==> src/rtl/fpsub_pkg.sv <==
package fpsub_pkg;
  localparam int STACK_DEPTH = 8;
  localparam int PTR_W = $clog2(STACK_DEPTH);

  typedef struct packed {
    logic             valid;
    logic             useMem;
    logic [PTR_W-1:0] dstOff;
    logic [PTR_W-1:0] srcOff;
    logic             pop;
  } decodedOp_t;

  typedef struct packed {
    logic             capture;
    logic             commit;
    logic             push;
    logic             useMem;
    logic [PTR_W-1:0] dstOff;
    logic [PTR_W-1:0] srcOff;
    logic             pop;
  } ctrlStrobes_t;
endpackage

==> src/rtl/fpsub_decode.sv <==
module fpsub_decode
  import fpsub_pkg::*;
(
  input  logic [7:0] opcode,
  input  logic [7:0] modrm,
  output decodedOp_t dec
);
  logic       regForm;
  logic [2:0] regField;
  logic [2:0] slotSel;

  assign regForm  = (modrm[7:6] == 2'b11);
  assign regField = modrm[5:3];
  assign slotSel  = modrm[2:0];

  always_comb begin
    dec = '0;
    if (!regForm) begin
      // memory forms: slot0 - converted memory operand
      dec.useMem = 1'b1;
      dec.valid  = (regField == 3'd4) &&
                   (opcode == 8'hD8 || opcode == 8'hDC ||
                    opcode == 8'hDA || opcode == 8'hDE);
    end else begin
      unique case (opcode)
        8'hD8: if (regField == 3'd4) begin
          dec.valid  = 1'b1;
          dec.srcOff = PTR_W'(slotSel);
        end
        8'hDC: if (regField == 3'd5) begin
          dec.valid  = 1'b1;
          dec.dstOff = PTR_W'(slotSel);
        end
        8'hDE: if (regField == 3'd5) begin
          dec.valid  = 1'b1;
          dec.dstOff = PTR_W'(slotSel);
          dec.pop    = 1'b1;
        end
        default: dec = '0;
      endcase
    end
  end
endmodule

==> src/rtl/fpsub_ctrl.sv <==
module fpsub_ctrl
  import fpsub_pkg::*;
#(
  parameter int LAT = 3
) (
  input  logic         clk,
  input  logic         rstN,
  input  logic         instValid,
  input  logic [7:0]   opcode,
  input  logic [7:0]   modrm,
  input  logic         pushValid,
  output logic         busy,
  output ctrlStrobes_t strobe
);
  localparam int CNT_W = $clog2(LAT + 1);

  decodedOp_t       dec;
  logic [CNT_W-1:0] remain;
  logic             accept;

  fpsub_decode dec_i (
    .opcode(opcode),
    .modrm (modrm),
    .dec   (dec)
  );

  assign busy   = (remain != '0);
  assign accept = instValid && dec.valid && !busy;

  always_ff @(posedge clk) begin
    if (!rstN) begin
      remain <= '0;
    end else if (accept) begin
      remain <= CNT_W'(LAT);
    end else if (busy) begin
      remain <= remain - CNT_W'(1);
    end
  end

  always_comb begin
    strobe         = '0;
    strobe.capture = accept;
    strobe.commit  = (remain == CNT_W'(1));
    strobe.push    = pushValid && !busy && !instValid;
    strobe.useMem  = dec.useMem;
    strobe.dstOff  = dec.dstOff;
    strobe.srcOff  = dec.srcOff;
    strobe.pop     = dec.pop;
  end
endmodule

==> src/rtl/fpsub_datapath.sv <==
module fpsub_datapath
  import fpsub_pkg::*;
#(
  parameter int W   = 16,
  parameter int LAT = 3
) (
  input  logic                   clk,
  input  logic                   rstN,
  input  ctrlStrobes_t           strobe,
  input  logic [W-1:0]           memOperand,
  input  logic [W-1:0]           pushData,
  output logic                   wrEn,
  output logic [PTR_W-1:0]       wrIdx,
  output logic [W-1:0]           wrData,
  output logic                   c1,
  output logic                   stackUnderflow,
  output logic [PTR_W-1:0]       top,
  output logic [STACK_DEPTH-1:0] tagEmpty
);
  logic [W-1:0]     regFile [STACK_DEPTH];
  logic [PTR_W-1:0] topPtr;
  logic [PTR_W-1:0] dstIdx, srcIdx, pushIdx;
  logic [W-1:0]     minuend, subtrahend;
  logic [W:0]       diffFull;
  logic             ufNow;
  logic [W:0]       stage [LAT];
  logic [PTR_W-1:0] dstIdxQ;
  logic             popQ, ufQ;

  assign dstIdx     = topPtr + strobe.dstOff;
  assign srcIdx     = topPtr + strobe.srcOff;
  assign pushIdx    = topPtr - PTR_W'(1);
  assign minuend    = regFile[dstIdx];
  assign subtrahend = strobe.useMem ? memOperand : regFile[srcIdx];
  assign diffFull   = {1'b0, minuend} - {1'b0, subtrahend};
  assign ufNow      = tagEmpty[dstIdx] || (!strobe.useMem && tagEmpty[srcIdx]);

  // abstract subtract stage: fixed-latency delay line, borrow in the top bit
  always_ff @(posedge clk) begin
    if (!rstN) stage[0] <= '0;
    else if (strobe.capture) stage[0] <= diffFull;
  end

  for (genvar k = 1; k < LAT; k++) begin : g_stage
    always_ff @(posedge clk) begin
      if (!rstN) stage[k] <= '0;
      else stage[k] <= stage[k-1];
    end
  end

  always_ff @(posedge clk) begin
    if (!rstN) begin
      dstIdxQ <= '0;
      popQ    <= 1'b0;
      ufQ     <= 1'b0;
    end else if (strobe.capture) begin
      dstIdxQ <= dstIdx;
      popQ    <= strobe.pop;
      ufQ     <= ufNow;
    end
  end

  always_ff @(posedge clk) begin
    if (!rstN) begin
      for (int r = 0; r < STACK_DEPTH; r++) regFile[r] <= '0;
      tagEmpty       <= '1;
      topPtr         <= '0;
      c1             <= 1'b0;
      wrEn           <= 1'b0;
      wrIdx          <= '0;
      wrData         <= '0;
      stackUnderflow <= 1'b0;
    end else begin
      wrEn           <= 1'b0;
      stackUnderflow <= 1'b0;
      if (strobe.commit) begin
        if (ufQ) begin
          stackUnderflow <= 1'b1;
          c1             <= 1'b0;
        end else begin
          regFile[dstIdxQ] <= stage[LAT-1][W-1:0];
          c1               <= stage[LAT-1][W];
          wrEn             <= 1'b1;
          wrIdx            <= dstIdxQ;
          wrData           <= stage[LAT-1][W-1:0];
          if (popQ) begin
            tagEmpty[topPtr] <= 1'b1;
            topPtr           <= topPtr + PTR_W'(1);
          end
        end
      end else if (strobe.push) begin
        regFile[pushIdx]  <= pushData;
        tagEmpty[pushIdx] <= 1'b0;
        topPtr            <= pushIdx;
      end
    end
  end

  assign top = topPtr;
endmodule

==> src/rtl/fpsub_stack.sv <==
module fpsub_stack
  import fpsub_pkg::*;
#(
  parameter int W   = 16,
  parameter int LAT = 3
) (
  input  logic         clk,
  input  logic         rstN,
  input  logic         instValid,
  input  logic [7:0]   opcode,
  input  logic [7:0]   modrm,
  input  logic [W-1:0] memOperand,
  input  logic         pushValid,
  input  logic [W-1:0] pushData,
  output logic         busy,
  output logic         wrEn,
  output logic [2:0]   wrIdx,
  output logic [W-1:0] wrData,
  output logic         c1,
  output logic         stackUnderflow,
  output logic [2:0]   top,
  output logic [7:0]   tagEmpty
);
  ctrlStrobes_t strobe;

  fpsub_ctrl #(.LAT(LAT)) ctrl_i (
    .clk      (clk),
    .rstN     (rstN),
    .instValid(instValid),
    .opcode   (opcode),
    .modrm    (modrm),
    .pushValid(pushValid),
    .busy     (busy),
    .strobe   (strobe)
  );

  fpsub_datapath #(.W(W), .LAT(LAT)) dp_i (
    .clk           (clk),
    .rstN          (rstN),
    .strobe        (strobe),
    .memOperand    (memOperand),
    .pushData      (pushData),
    .wrEn          (wrEn),
    .wrIdx         (wrIdx),
    .wrData        (wrData),
    .c1            (c1),
    .stackUnderflow(stackUnderflow),
    .top           (top),
    .tagEmpty      (tagEmpty)
  );
endmodule

==> config.mk <==
export PLATFORM = sky130hd
export DESIGN_NAME = fpsub_stack
export DESIGN_NICKNAME = d
export VERILOG_FILES = /design/src/rtl/fpsub_pkg.sv /design/src/rtl/fpsub_decode.sv /design/src/rtl/fpsub_ctrl.sv /design/src/rtl/fpsub_datapath.sv /design/src/rtl/fpsub_stack.sv
export SDC_FILE = /design/constraint.sdc
export NUM_CORES = 1
export LEC_CHECK = 0
export ABC_AREA = 1
export BUFFER_PORTS_ARGS = -buffer_cell sky130_fd_sc_hd__buf_4
export CORE_ASPECT_RATIO = 0.9
export CORE_MARGIN = 2
export CORE_UTILIZATION = 37
export CTS_CLUSTER_DIAMETER = 100
export DETAILED_ROUTE_END_ITERATION = 6
export PLACE_DENSITY = 0.55
export SLEW_MARGIN = 20
export SYNTH_ARGS = -nofsm -noshare
export SYNTH_HDL_FRONTEND = slang
export SYNTH_HIERARCHICAL = 1
export SYNTH_SLANG_ARGS = --single-unit
==> constraint.sdc <==
create_clock -name clk -period 3.5 [get_ports clk]
set_input_delay 0.175 -clock clk [delete_from_list [all_inputs] [get_ports clk]]
set_output_delay 0.175 -clock clk [all_outputs]
set_load 0.01 [all_outputs]
== Word-level counts from Yosys, hierarchy flattened ==
Memories as Yosys holds them, arrays and structs flattened.
Cells that the tools add are included.
Word-level totals
  register bits after elaboration: 40
  RAM bits: 179
  input port bits: 52
  output and inout port bits: 34
  logic and storage cells: 119
  memories: 2
Operators by class
  add/subtract/negate cells: 6
  order comparisons: 6
  eq/ne operators: 10
  mux-type cells: 53
  bitwise operators: 7
  reductions and logical operators: 24
Memory list
  dp_i.regFile: words 8, bits a word 16, read ports 2, clocked after Yosys merged registers in 0, wr ports 8, RTL line fpsub_datapath.sv:20  | logic [W-1:0] regFile [STACK_DEPTH];
  dp_i.stage: words 3, bits a word 17, read ports 3, clocked after Yosys merged registers in 0, wr ports 3, RTL line fpsub_datapath.sv:26  | logic [W:0] stage [LAT];
Operators with widths (count)
  2-to-1 mux 17 bit: 3
  2-to-1 mux 16 bit: 3
  == test 8 bit, second input constant: 4
  2-to-1 mux 8 bit: 4
  OR reduction 16 bit: 2
  2-to-1 mux 3 bit: 10
  2-to-1 mux 1 bit: 24
  subtractor 16 x 16 -> 17 bit: 1
  less-than comparator 3 x 4 -> 1 bit, second input constant: 4
  AND 8 bit: 1
  logical AND 1 bit: 8
  inverter 8 bit: 1
  bitwise OR 8 bit: 1
  2-to-1 mux 7 bit: 1
  adder 3 bit: 2
  binary-select mux 1 bit (select 3 bit): 2
  demux 1 bit (select 3 bit): 2
  == test 3 bit, second input constant: 2
  greater-or-equal comparator 3 x 1 -> 1 bit, second input constant: 2
  2-to-1 mux 2 bit: 3
  nonzero test 2 bit: 3
  logical OR 1 bit: 4
  AND reduction 2 bit: 2
  adder 3 x 1 -> 3 bit, second input constant: 1
  other kinds (12): 16

== Logic depth before layout (Yosys ltp) ==
Gate-level depths: netlist of run 1.
  depth in word-level cells: 12
  gate-level depth with buffers: 28

== By module ==
The synthesis of run 1 kept the hierarchy.
Modules (own cells, without submodules)
  fpsub_datapath: times used 1, cells an instance 1409, area each 11458.5 um2, seq. area each 5795.6 um2
  fpsub_decode: times used 1, cells an instance 33, area each 175.2 um2, seq. area each 0.0 um2
  fpsub_ctrl: times used 1, cells an instance 21, area each 138.9 um2, seq. area each 40.0 um2

== Worst setup path before layout of run 1 ==
No wires, ideal clock.
  path type: in2reg
  start: input opcode[5]
  end: memory dp_i/stage[0][14] in the netlist's numbering (data pin)
  library setup time: 0.255 ns
  arrival time: 3.343 ns
  required time: 3.245 ns
  setup slack: -0.097 ns
  stages on the path: 26
  path buffers: 2
  path through: inv_1 > nand2_1 > nor3_4 > nand3_2 > nor2_1 > ha_1 > inv_1 > fa_1 > clkbuf_1 > inv_1 > clkbuf_1 > o21ai_0 > o21ai_0 > a21oi_1 > a21oi_1 > ha_1 > inv_1 > fa_1 > nand2_1 > nand3_1 > nand3_1 > nand2_1 > nand2_1 > nand3_1 > nand2_1 > nor2_1
RTL lines
  start: declaration: RTL line fpsub_stack.sv:10  | input logic [7:0] opcode,
  end: declaration: RTL line fpsub_datapath.sv:26

==> results.md, run 1 <==
* Mean area per synthesized cell at 8.047 µm²
* Leak at around 6.4 nW
* Routed wire per std cell at around 17 µm
* Antenna violations before repair at 0
* PnR worst setup slack at between 0.1 and 0.15 ns
* Area after DPL at 13460 µm²
* Most frequent cell after synthesis: nand2_1
* IO buf count at 85
* Synth warn at 6
* Worst EP required at roughly 3.8 ns
* # H-tree levels at 1
* Critical-path cell list: ha_2 > inv_1 > fa_2 > clkinv_4 > buf_12 > buf_12 > a21oi_1 > o21ai_0 > o211ai_1 > nand3_1 > nand2_1 > ha_4 > nand2_2 > inv_2 > a21oi_1 > nand2_2 > nand2_1 > nand3_1 > nand2_1 > nor2_1
* Cell area after synthesis at ~12000 µm²
* Top post-synthesis cells by count: nand2_1 (271), nor2_1 (263), inv_1 (168)
* Worst-path clk slew at 0.06 ns
* Maximum root-to-sink buffer count at 3
* Die Span X at 192.0 µm
* Finished Cell Area at between 10000 and 15000 µm²
* Finish-stage setup viols at 0
* Die area at between 30000 and 40000 µm²
* Rows at between 60 and 70
* Worst Skew at around 0.022 ns
* Post-synth EDFFs at about 150
* Area contributors post-synth: edfxtp_1 (37%), dfxtp_1 (13%), nand2_1 (8.6%), nor2_1 (8.4%), inv_1 (5.4%)
* Final Hold Viols at 0
* Power Density at between 600 and 700 nW/µm²
* Switching Fraction at between 30% and 40%
* P&R area growth vs syn at 25.37%
* Fin. max-slew vios at 0
* Worst endpoint data arrival time at between 3 and 4 ns
* Seq/Total Area, Yosys at around half
* Routability cong. at approximately 0.90
* Switching pwr at about 3.7 mW
* I/O pin cnt at 86
* Max-Cap Viols at 0
* Largest delay share family, worst path: adder cells
* Place WS at -0.3545 ns
* Post-layout nets at 1690
* Run status: complete, no violations
* Hold WS at about 0.16 ns
* Power share of the clock group at between 20% and 30%
* Synth Net Count at 1540
* Crit Path Class: flip-flop to flip-flop
* Critical path fanouts, max at 7
* Comb pwr share at between 40% and 50%
* Via count at between 10000 and 15000
* DRT iter0 DRCs at 766
* Min-delay worst type: primary input to flip-flop
* Critical path startpoint category: flip-flop
* Vias in the first global route at approximately 10000
* Pin count of the biggest net entering global routing at 80
* CTS tree: yes
* Placed wire-length estimate at 25.74 mm
* Buf/Inv on CP at 5
* Initial core utilization at 37.81%
* Number of vias per cell at 5.046
* RSZ-0062 raised after global routing: yes
* Synth Flop Type: edfxtp_1
* DRC at 0
* Skew-Pair Late Insertion Delay at 0.54 ns
* Root Buffer Master: clkbuf_16
* CP max stage delay at ~0.66 ns
* Maximum vdd drop at roughly 0.38 mV
* Antenna diode count at 0
* FF+latch count, synth at 219
* CP most frequent cell: nand2_1
* TritonCTS Buffers at 25
* Synth top area share at between 30% and 40%
* Final ANT Viol Nets at 0
* TritonCTS Sinks at 219
* Cell variety after synth at between 40 and 50
* Crit. End Element: flip-flop
* Mapped Cells at about 1500
* Seq pwr share at a little under a third
* Internal Power at just over 6 mW
* Fmax at a little under 0.3 GHz
* Worst slew pin tran at 0.8147 ns
* Global router's overall resource usage at 21.32%
* Share of layout cells above drive strength 1 at 21.94%
* Routed WL at ~36 mm
* Final Power at slightly below 10 mW
* Async SR Flop Fraction at 0%
* Gr ovfl total at 0
* Max_slew headroom at 45.63%
* R2R setup slack at about 0.14 ns
* Die height at 173.2 µm
* Crit path max-delay cell type: fa_2
* Final Cycle Share at 95.92%
* Core ar. at between 30000 and 40000 µm²
* Minimum clock period after layout at 3.357 ns
* First-pass GRT wire length at between 50 and 60 mm
* TritonRoute pass-1 iters at 5
* Post-synth top area cell: edfxtp_1
## worst register-to-register path, delay by kind of cell, from the launching register on
kind	cells	cell delay (ns)
fa+ha+maj	3	1.04
compound gates	4	0.47
simple gates	8	0.64
flops	1	0.37
buf+inv	5	0.60
## cell type report
type / instances / area (µm²)
fillers: 3090 / 16380
flip-flops and latches: 219 / 5839
multi-input cells: 991 / 5251
repair buffers: 200 / 1694
clock buffers: 33 / 706.9
inverters: 175 / 661.9
well taps: 409 / 511.7
clock inverters: 13 / 88.84
repair inverters: 1 / 5.005
## cell families (layout without fill, tap and decap cells)
family | after synthesis | after routing | synth area share (%)
simple gates | 625 | 625 | 22.03
compound gates | 319 | 319 | 15.06
buf+inv | 253 | 422 | 8.683
flops | 219 | 219 | 49.57
fa+ha+maj | 25 | 25 | 2.848
mux | 16 | 16 | 1.360
xor+xnor | 6 | 6 | 0.4465
## power by group through the flow
stage / Combinational (mW) / Clock [mW] / Sequential (mW)
final: 4.18 / 2.52 / 3.09
after global routing: 4.63 / 2.70 / 3.11
after CTS: 3.65 / 2.59 / 3.08
after detailed placement: 3.63 / 0 / 3.14
after global placement: 3.62 / 0 / 3.13
after floorplan: 2.15 / 0 / 3.17
## cells in the final DEF (no fill, tap or decap), drive strengths merged, types with 47 or more instances in the layout
| master | Yosys | final |
|---|---|---|
| dfxtp | 74 | 74 |
| inv | 173 | 177 |
| a21oi | 121 | 121 |
| nand3 | 57 | 57 |
| edfxtp | 145 | 145 |
| buf | 29 | 196 |
| nand2 | 274 | 274 |
| nor2 | 266 | 266 |
| o21ai | 129 | 129 |
| o211ai | 47 | 47 |
## registers in the layout, summed over array words and instances, names as in the netlist
| name | count |
|---|---|
| dp_i/regFile | 128 |
| ctrl_i/remain | 2 |
| dp_i/wrData | 16 |
| dp_i/stackUnderflow | 1 |
| dp_i/c1 | 1 |
| dp_i/tagEmpty | 8 |
| dp_i/ufQ | 1 |
| dp_i/popQ | 1 |
| dp_i/stage | 51 |
| dp_i/top | 3 |
| dp_i/wrEn | 1 |
| dp_i/wrIdx | 3 |
| dp_i/dstIdxQ | 3 |
## through the flow
step / TNS (ns) / util, % / instances
after global placement: -2.602 / 43.23 / 1984
after global routing: -0.1005 / 47.40 / 2041
after CTS: 0 / 45.85 / 2032
final: 0 / 47.40 / 2041
after floorplan: 0 / - / 1463
after detailed placement: -3.201 / 43.23 / 1984
## path summary, 6_finish.rpt
path / to / start / cells past startpoint
max: dp_i/stage[0][15] / dp_i/top[0] / 20
min: dp_i/regFile[0][13] / pushData[13] / 4
max reg2reg: dp_i/stage[0][15] / dp_i/top[0] / 20
min reg2reg: dp_i/stage[2][3] / dp_i/stage[1][3] / 2
## routing by layer
metal  up-vias  GRT usage, %  wire [µm]
met5         -             0          0
met4         0         6.934       1190
met3        70         2.611       1747
met2       284         35.51      16590
met1      4800         28.77      16080
li1       5145             -          -
## what timing repair did
action                                  4_1_cts  5_1_grt
hold buffers                                  2        0
gates resized for setup                       0       91
endpoints found under the setup margin        0       14
buffers inserted                              0        6
endpoints found under the hold margin         4        0
(Power assumes the default switching activity.)
==> inputs of run 2 (changes only) <==
- CORE_ASPECT_RATIO: 0.9 -> 2
- GPL_TIMING_DRIVEN: not set -> 0
- RECOVER_POWER: not set -> 25
==> run 2 against run 1 <==
  * The flow now finishes with violations (design-rule violations)
  * Sequential share of layout area rose by 1.9 points
  * Total power fell by 5.6%
  * Die area rose by 0.25%
  * Design area fell by 4.6%
  * Critical path depth did not move
  * First-iteration DRC count rose by 5.7%
==> results.md, run 2 (synthesis results as in run 1) <==
* Area after DPL at 12950 µm² (was 13460 µm²)
* Critical-path cell list: ha_1 > inv_2 > fa_2 > inv_4 > clkbuf_16 > o21ai_0 > o21ai_1 > a21oi_2 > a21oi_2 > ha_2 > inv_2 > fa_2 > nand2_4 > nand3_2 > nand3_2 > nand2_4 > nand2_2 > nand2_2 > nor2_2 > nor2_1 (was ha_2 > inv_1 > fa_2 > clkinv_4 > buf_12 > buf_12 > a21oi_1 > o21ai_0 > o211ai_1 > nand3_1 > nand2_1 > ha_4 > nand2_2 > inv_2 > a21oi_1 > nand2_2 > nand2_1 > nand3_1 > nand2_1 > nor2_1)
* Commonest non-fill, non-tap cell in the layout: nor2_1 (unchanged)
* Vias in the first global route at 10760 (was 10110)
* Die area at 33350 µm² (was 33260 µm²)
* I/O pin cnt at 86 (unchanged)
* Worst EP required at 3.78 ns (was 3.79 ns)
* Largest regs: dp_i/regFile x128, dp_i/stage x51, dp_i/wrData x16 (unchanged)
* TritonCTS Buffers at 21 (was 25)
* Power Density at 656.6 nW/µm² (was 663.6 nW/µm²)
* Max_slew headroom at 30.58% (was 45.63%)
* Global router's overall resource usage at 24.25% (was 21.32%)
* Routed wire per std cell at 20.02 µm (was 17.44 µm)
* CP max stage delay at 0.52 ns (was 0.66 ns)
* # fillers at 3203 (was 3090)
* Initial core utilization at 37.46% (was 37.81%)
* Worst Skew at 0.01517 ns (was 0.02176 ns)
* Final ANT Viol Nets at 0 (unchanged)
* Root Buffer Master: clkbuf_16 (unchanged)
* Leak at 5.972 nW (was 6.441 nW)
* Number of vias per cell at 5.198 (was 5.046)
* Final Hold Viols at 0 (unchanged)
* Gr ovfl total at 0 (unchanged)
* Placed wire-length estimate at 32.34 mm (was 25.74 mm)
* Worst-path clk slew at 0.07 ns (was 0.06 ns)
* Share of layout cells above drive strength 1 at 16.72% (was 21.94%)
* Finished Cell Area at 14080 µm² (was 14760 µm²)
* Final Cycle Share at 99.18% (was 95.92%)
* TritonCTS Sinks at 219 (unchanged)
* Critical path startpoint category: flip-flop (unchanged)
* Worst slew pin tran at 1.012 ns (was 0.8147 ns)
* First-pass GRT wire length at 60.14 mm (was 55.20 mm)
* Finish-stage setup viols at 0 (unchanged)
* Antenna violations before repair at 0 (unchanged)
* Crit Path Class: flip-flop to flip-flop (unchanged)
* Via count at 10500 (was 10300)
* Core ar. at 31430 µm² (was 31140 µm²)
* Crit. End Element: flip-flop (unchanged)
* Run status: finished with violations (was complete, no violations)
* Final Power at 9.243 mW (was 9.795 mW)
* Max-Cap Viols at 0 (unchanged)
* # H-tree levels at 1 (unchanged)
* Post-Route Setup TNS at 0 ns (unchanged)
* Failing checks: design-rule violations
* Post-layout nets at 1660 (was 1690)
* Skew-Pair Late Insertion Delay at 0.53 ns (was 0.54 ns)
* DRC at 1 (was 0)
* Rows at 92 (was 61)
* Fmax at 0.2881 GHz (was 0.2979 GHz)
* RSZ-0062 raised after global routing: yes (unchanged)
* Cells after DPL at 1971 (was 1984)
* Non-Filler Instances at 2020 (was 2041)
* IO buf count at 85 (unchanged)
* TritonRoute pass-1 iters at 7 (was 5)
* Most frequent cells in the layout: nor2_1 (257), nand2_1 (239), inv_1 (163) (was nor2_1 (258), nand2_1 (243), buf_4 (181))
* Maximum vdd drop at 0.2844 mV (was 0.3830 mV)
* P&R area growth vs syn at 19.57% (was 25.37%)
* Routability cong. at 0.9355 (was 0.8987)
* Register with the most flip-flops: dp_i/regFile (unchanged)
* Minimum clock period after layout at 3.471 ns (was 3.357 ns)
* Max reg flops at 128 (unchanged)
* Maximum root-to-sink buffer count at 3 (unchanged)
* Die height at 256.3 µm (was 173.2 µm)
* Pin count of the biggest net entering global routing at 21 (was 80)
* Routed WL at 40.43 mm (was 35.60 mm)
* Antenna diode count at 0 (unchanged)
* Crit path max-delay cell type: fa_2 (unchanged)
* CTS tree: yes (unchanged)
* Min-delay worst type: primary input to flip-flop (unchanged)
* Fin. max-slew vios at 0 (unchanged)
* Die Span X at 130.1 µm (was 192.0 µm)
* Critical path fanouts, max at 6 (was 7)
* DRT iter0 DRCs at 810 (was 766)
* Worst endpoint data arrival time at 3.75 ns (was 3.65 ns)
run 2: cell count changes in the layout (fill, tap and decap cells not counted), sizes merged:
cell,change
clkinv,-8
bufinv,+1
buf,-99
clkbuf,+71
run 2: stage by stage:
| stage | utilization (%) | setup slack, ns | hold WS (ns) |
|---|---|---|---|
| 2_1_floorplan | - | 0.004464 | 0.2958 |
| 3_3_place_gp | 41.18 | -1.319 | 0.3930 |
| 3_5_place_dp | 41.22 | -1.378 | 0.3964 |
| 4_1_cts | 44.41 | 0.002605 | 0.07954 |
| 5_1_grt | 44.79 | -0.06491 | 0.09965 |
| 6_report | 44.79 | 0.02865 | 0.07776 |
run 2: worst max-delay path, delay by kind of cell, from the launching register on:
family	cells	cell delay, ns
compound gates	4	0.54
fa+ha+maj	4	1.30
buf+inv	4	0.41
flops	1	0.36
simple gates	8	0.60
run 2: cell type report:
type	instances	area, µm²	share of cell area, %
flip-flops and latches	219	5841	41.49
multi-input cells	991	5238	37.21
repair buffers	101	668.1	4.747
inverters	175	664.4	4.720
clock buffers	30	590.6	4.196
well taps	423	529.3	3.760
plain buffers	74	474.2	3.369
clock inverters	7	71.32	0.5067
run 2: final timing paths:
path | startpoint | end | slack [ns] | depth (start not counted)
setup / recovery | dp_i/top[0] | dp_i/stage[0][10] | 0.03 | 20
hold / removal | opcode[1] | dp_i/popQ | 0.08 | 5
setup reg to reg | dp_i/top[0] | dp_i/stage[0][10] | 0.03 | 20
hold reg to reg | dp_i/stage[1][5] | dp_i/stage[2][5] | 0.41 | 2
run 2: report_power, final:
group	total (mW)	internal [mW]	switching [mW]	leakage, nW
clock network	2.27	1.26	1.01	0.320
logic	3.88	1.30	2.58	3.55
registers	3.09	2.98	0.111	2.11
total	9.24	5.53	3.71	5.97
run 2: layer usage:
| metal | track usage, % | routed length, µm |
|---|---|---|
| met5 | 0 | 0 |
| met4 | 14.34 | 2500 |
| met3 | 2.399 | 1745 |
| met2 | 48.66 | 23250 |
| met1 | 22.33 | 12940 |
run 2: timing repair:
item	4_1_cts	5_1_grt
hold buffers	2	0
hold endpoints to repair	4	0
buffers inserted	10	4
setup endpoints to repair	16	98
gates resized for setup	82	81
pin swaps	14	34
